### src/rtl/rtt_pkg.sv
package rtt_pkg;

    localparam logic [3:0] CMD_ACK       = 4'b1000;
    localparam logic [3:0] CMD_LEVEL_ON  = 4'b1010;
    localparam logic [3:0] CMD_EDGE_ON   = 4'b1110;
    localparam logic [3:0] CMD_ALL_OFF   = 4'b1100;

    typedef enum logic [1:0] {
        TM_OFF   = 2'd0,
        TM_LEVEL = 2'd1,
        TM_EDGE  = 2'd2
    } tmr_mode_e;

    typedef struct packed {
        logic ack;
        logic go_level;
        logic go_edge;
        logic go_off;
    } tmr_cmd_t;

    function automatic tmr_cmd_t decode_cmd(input logic valid, input logic [3:0] code);
        tmr_cmd_t c;
        c.ack      = valid && (code == CMD_ACK);
        c.go_level = valid && (code == CMD_LEVEL_ON);
        c.go_edge  = valid && (code == CMD_EDGE_ON);
        c.go_off   = valid && (code == CMD_ALL_OFF);
        return c;
    endfunction

    function automatic logic is_mode_cmd(input tmr_cmd_t c);
        return c.go_level || c.go_edge || c.go_off;
    endfunction

    function automatic tmr_mode_e next_mode(input tmr_mode_e cur, input tmr_cmd_t c);
        tmr_mode_e m;
        m = cur;
        if (c.go_off)
            m = TM_OFF;
        else if (c.go_level)
            m = TM_LEVEL;
        else if (c.go_edge)
            m = TM_EDGE;
        return m;
    endfunction

endpackage

### src/rtl/rtt_reload_regs.sv
module rtt_reload_regs #(
    parameter int BYTE_W    = 8,
    parameter int NUM_BYTES = 3,
    parameter int SEL_W     = 2,
    localparam int CNT_W    = BYTE_W * NUM_BYTES
) (
    input  logic              clk,
    input  logic              rst,
    input  logic              wr_en,
    input  logic [SEL_W-1:0]  wr_sel,
    input  logic [BYTE_W-1:0] wr_data,
    output logic [CNT_W-1:0]  rv_q,
    output logic [CNT_W-1:0]  rv_next,
    output logic              msb_load
);

    logic [NUM_BYTES-1:0]             hit;
    logic [NUM_BYTES-1:0][BYTE_W-1:0] lane_q;

    for (genvar i = 0; i < NUM_BYTES; i++) begin : g_lane
        assign hit[i] = wr_en && (wr_sel == SEL_W'(i));
        assign rv_q[i*BYTE_W +: BYTE_W]    = lane_q[i];
        assign rv_next[i*BYTE_W +: BYTE_W] = hit[i] ? wr_data : lane_q[i];
    end

    always_ff @(posedge clk) begin
        if (rst) begin
            lane_q <= '0;
        end else begin
            for (int i = 0; i < NUM_BYTES; i++) begin
                if (hit[i])
                    lane_q[i] <= wr_data;
            end
        end
    end

    assign msb_load = hit[NUM_BYTES-1];

endmodule

### src/rtl/rtt_down_counter.sv
module rtt_down_counter #(
    parameter int CNT_W = 24
) (
    input  logic             clk,
    input  logic             rst,
    input  logic             run,
    input  logic             msb_load,
    input  logic [CNT_W-1:0] rv_q,
    input  logic [CNT_W-1:0] rv_next,
    output logic [CNT_W-1:0] cnt_q,
    output logic             tc_fire
);

    localparam logic [CNT_W-1:0] ONE = CNT_W'(1);

    logic at_one;
    logic at_zero;

    assign at_one  = (cnt_q == ONE);
    assign at_zero = (cnt_q == '0);

    // terminal count only while running and not pre-empted by a top-byte load
    assign tc_fire = run && !msb_load && at_one;

    always_ff @(posedge clk) begin
        if (rst)
            cnt_q <= '0;
        else if (!run || msb_load)
            cnt_q <= rv_next;
        else if (at_zero || at_one)
            cnt_q <= rv_q;
        else
            cnt_q <= cnt_q - ONE;
    end

endmodule

### src/rtl/rtt_irq_ctl.sv
module rtt_irq_ctl
    import rtt_pkg::*;
(
    input  logic      clk,
    input  logic      rst,
    input  tmr_cmd_t  cmd,
    input  logic      tc_fire,
    output tmr_mode_e mode_q,
    output logic      irq_n
);

    tmr_mode_e mode_d;
    logic      pend_q;
    logic      pend_d;
    logic      irq_n_d;

    always_comb begin
        mode_d = next_mode(mode_q, cmd);
        pend_d = 1'b0;
        if (mode_d == TM_LEVEL) begin
            // a new terminal count outranks an acknowledge on the same edge
            pend_d = tc_fire || (pend_q && !cmd.ack && !is_mode_cmd(cmd));
        end
        case (mode_d)
            TM_LEVEL: irq_n_d = !pend_d;
            TM_EDGE:  irq_n_d = !tc_fire;
            default:  irq_n_d = 1'b1;
        endcase
    end

    always_ff @(posedge clk) begin
        if (rst) begin
            mode_q <= TM_OFF;
            pend_q <= 1'b0;
            irq_n  <= 1'b1;
        end else begin
            mode_q <= mode_d;
            pend_q <= pend_d;
            irq_n  <= irq_n_d;
        end
    end

endmodule

### src/rtl/reload_tick_timer.sv
module reload_tick_timer
    import rtt_pkg::*;
#(
    parameter int BYTE_W    = 8,
    parameter int NUM_BYTES = 3,
    parameter int SEL_W     = 2
) (
    input  logic              clk,
    input  logic              rst,
    input  logic              wr_en,
    input  logic [SEL_W-1:0]  wr_sel,
    input  logic [BYTE_W-1:0] wr_data,
    input  logic              cmd_valid,
    input  logic [3:0]        cmd_code,
    output logic              irq_n
);

    localparam int CNT_W = BYTE_W * NUM_BYTES;

    logic [CNT_W-1:0] rv_q;
    logic [CNT_W-1:0] rv_next;
    logic             msb_load;
    logic [CNT_W-1:0] cnt_q;
    logic             tc_fire;
    tmr_mode_e        mode_q;
    tmr_cmd_t         cmd;

    assign cmd = decode_cmd(cmd_valid, cmd_code);

    rtt_reload_regs #(
        .BYTE_W    (BYTE_W),
        .NUM_BYTES (NUM_BYTES),
        .SEL_W     (SEL_W)
    ) u_regs (
        .clk      (clk),
        .rst      (rst),
        .wr_en    (wr_en),
        .wr_sel   (wr_sel),
        .wr_data  (wr_data),
        .rv_q     (rv_q),
        .rv_next  (rv_next),
        .msb_load (msb_load)
    );

    rtt_down_counter #(
        .CNT_W (CNT_W)
    ) u_cnt (
        .clk      (clk),
        .rst      (rst),
        .run      (mode_q != TM_OFF),
        .msb_load (msb_load),
        .rv_q     (rv_q),
        .rv_next  (rv_next),
        .cnt_q    (cnt_q),
        .tc_fire  (tc_fire)
    );

    rtt_irq_ctl u_irq (
        .clk     (clk),
        .rst     (rst),
        .cmd     (cmd),
        .tc_fire (tc_fire),
        .mode_q  (mode_q),
        .irq_n   (irq_n)
    );

endmodule

### config.mk
export PLATFORM = sky130hd
export DESIGN_NAME = reload_tick_timer
export DESIGN_NICKNAME = d
export VERILOG_FILES = /design/src/rtl/rtt_pkg.sv /design/src/rtl/rtt_reload_regs.sv /design/src/rtl/rtt_down_counter.sv /design/src/rtl/rtt_irq_ctl.sv /design/src/rtl/reload_tick_timer.sv
export SDC_FILE = /design/constraint.sdc
export NUM_CORES = 1
export LEC_CHECK = 0
export ABC_AREA = 1
export BUFFER_PORTS_ARGS = -buffer_cell sky130_fd_sc_hd__buf_2
export CORE_UTILIZATION = 40
export CTS_CLUSTER_DIAMETER = 200
export DETAILED_ROUTE_END_ITERATION = 16
export PLACE_DENSITY_LB_ADDON = 0.05
export SYNTH_ARGS = -nofsm -noshare
export SYNTH_HDL_FRONTEND = slang
export SYNTH_HIERARCHICAL = 1
export SYNTH_SLANG_ARGS = --single-unit
### constraint.sdc
create_clock -name clk -period 4.9 [get_ports clk]
set_clock_uncertainty 0.1 [all_clocks]
set_input_delay 0.49 -clock clk [delete_from_list [all_inputs] [get_ports clk]]
set_output_delay 0.49 -clock clk [all_outputs]
set_load 0.03 [all_outputs]
==> results_dict.tcl <==
set metrics [dict create \
    cts_buffers 5 \
    cap_violations 0 \
    fin_setup_tns_ns 0 \
    place.gp.congestion 0.787 \
    setup_violations 0 \
    cts_setup_buffers 0 \
    rsz0062_at_grt "no" \
    antenna_found_initial 0 \
    die_width_um 94.8 \
    ir_drop_mv 0.125 \
    finalNetCount 609 \
    cts_tree "built" \
    dr.pass1.iters 4 \
    ctsResizeCount 0 \
    leakage_nw 2.02 \
    htreeDepth 2 \
    grt_pass1_vias 3037 \
    grt-ovfl-total 0 \
    pin_count 19 \
    drcViolationCount 0 \
    port_buffers 18 \
    synth_area_leader_cell "dfxtp_1" \
    r2r_cells 10 \
    dp_hpwl_um 6740 \
    fin_cells 692 \
    avgSynthCellArea_um2 5.94 \
    min_from "u_regs/rv_q[8]" \
    grt_max_degree 48 \
    hold_depth 2 \
    drtIter0Drc 228 \
    worstPathArrival_ns 2.60 \
    syn_nets 603 \
    hold_viol_final 0 \
    die_h_um 94.8 \
    clock_path_buffers 2 \
    yosysWarnings 6 \
    fmax_mhz 408 \
    routedWlPerCell_um 12.7 \
    start_kind "flop" \
    post_drt_via_cell_ratio 4.68 \
    relSlewSlack 0.420 \
    status "complete, no violations" \
    start_util 0.417 \
    r2r_setup_slack_ns 2.45 \
    clock-root-buffer "clkbuf_8" \
    synth_cells 580 \
    dieArea_um2 8980 \
    slew_viol_final 0 \
    finalWirelength_um 8790 \
    fin_crit_ns 2.45 \
    timing.rr.end "u_cnt/cnt_q[15]" \
    worstHoldEndpoint "u_cnt/cnt_q[8]" \
    fin_crit_sh 0.501 \
    ys_seq_area_frac 0.302 \
    fill_cells 896 \
    ys_types 37 \
    dpl.cell_count 684 \
    num_antenna_cells 0 \
    detail-route-antenna-nets 0 \
    netlist_area_um2 3440 \
    min_path_type "flop to flop" \
    core_area_um2 8260 \
    netlist_top_cells_area "dfxtp_1 30%, nand2_1 18%, inv_1 12%" \
    path_clk_slew_ns 0.09 \
    synthArstFlopShare 0 \
    clock_latency_ns 0.31 \
    r2r_start "u_cnt/cnt_q[0]" \
    grtUsageTotal 0.214 \
    criticalPathCategory "flop to flop" \
    grt_pass1_wl_um 14900 \
    vias 3241 \
    synth-edff-count 0 \
    ys.flop_type "dfxtp_1" \
    cts_sinks 52 \
    worst_pin_slew_ns 0.869 \
    cts_hold_buffers 0 \
    ys_ff_latch 52 \
    row_count 33 \
    synth_top_area_frac 0.302 \
    cp.required_ns 5.04 \
    drive_gt1_frac 0.101 \
    p_per_area_nw_per_um2 306 \
    area_growth_pct 6.87 \
    crit_path_max_fanout 22 \
    endpoint_kind "flop" \
]
critical path: stages, from the launching register on:
cell     delay (ns)
dfxtp_1        0.32
inv_1          0.12
ha_1           0.18
nand2_1        0.08
a21oi_2        0.48
nand2_2        0.44
inv_2          0.33
nand2_1        0.08
nand2_1        0.06
inv_1          0.06
a21oi_1        0.12
logic make-up (layout without fill, tap and decap cells):
kind of cell	count (synthesis)	after routing	share of synthesized area
and+or+nand+nor	340	340	0.436
DFF	52	52	0.302
adders and majority gates	5	5	0.0182
xor gates and xnor gates	10	10	0.0254
AOI/OAI and AO/OA	31	31	0.0487
buffers and inverters	142	149	0.169
power breakdown:
group | internal [mW] | switching [mW] | total (mW)
sequential | 0.447 | 0.0203 | 0.468
combinational | 0.103 | 0.231 | 0.334
clock | 0.180 | 0.145 | 0.325
sequential cells by signal (all words and copies together), names as in the netlist:
register and cells:
u_irq/mode_q 2, u_regs/rv_q 24, u_irq/irq_n 1, u_irq/pend_q 1
u_cnt/cnt_q 24
cell usage after synthesis (7+ instances only):
master	count
a21oi_1	16
buf_2	7
dfxtp_1	52
inv_1	110
inv_2	10
nand2_1	162
nand3_1	49
nand4_1	23
nor2_1	80
nor2_2	8
o21ai_0	8
xor2_1	8
how the worst max path moves through the flow:
| stage | slack [ns] | startpoint | cells past startpoint | endpoint |
|---|---|---|---|---|
| after detailed placement | 2.34 | wr_en | 9 | u_irq/irq_n |
| after global routing | 2.10 | u_cnt/cnt_q[4] | 9 | u_cnt/cnt_q[15] |
| final | 2.45 | u_cnt/cnt_q[0] | 10 | u_cnt/cnt_q[15] |
| after floorplan | 2.90 | wr_sel[0] | 12 | u_irq/irq_n |
| after CTS | 2.45 | u_cnt/cnt_q[0] | 10 | u_cnt/cnt_q[15] |
| after global placement | 2.42 | wr_en | 7 | u_cnt/cnt_q[10] |
layout make-up:
| class | instances | area [um2] | share of cell area |
|---|---|---|---|
| multi-input combinational | 386 | 1820 | 0.495 |
| sequential | 52 | 1040 | 0.283 |
| inverter | 122 | 460 | 0.125 |
| tap | 105 | 131 | 0.0357 |
| timing repair buffer | 19 | 97.6 | 0.0265 |
| clock buffer | 7 | 96.3 | 0.0262 |
| clock inverter | 1 | 30.0 | 0.00816 |
per-stage QoR:
step / cell area [um2] / utilization / power [mW] / hold slack, ns / setup slack (ns)
detailed placement: 3550 / 0.430 / 0.806 / 0.397 / 2.34
finish: 3680 / 0.446 / 1.13 / 0.410 / 2.45
global route: 3680 / 0.446 / 1.20 / 0.438 / 2.10
floorplan: 3440 / - / 0.733 / 0.346 / 2.90
CTS: 3680 / 0.446 / 1.13 / 0.413 / 2.45
global placement: 3550 / 0.430 / 0.806 / 0.392 / 2.42
placed cells by master, fill, tap and decap left out, types with 2 or more instances in the layout:
master	count
a21oi_1	16
nor2_2	9
nor2_4	3
nand4_1	23
nand3_1	49
xor2_1	8
o21ai_0	8
nand2_1	162
clkbuf_8	7
ha_1	5
buf_2	18
a31oi_1	3
nand3b_1	3
nand2_2	3
inv_2	10
inv_1	110
xnor2_1	2
dfxtp_1	52
nor2_1	79
routing by layer:
metal	wire length, um	track usage	up-vias
li1	-	-	1761
met1	4860	0.322	1415
met2	3620	0.326	59
met3	257	0.0217	6
met4	58	0.0417	0
met5	0	0	-
Note: power is estimated with default switching activity, not from simulation.
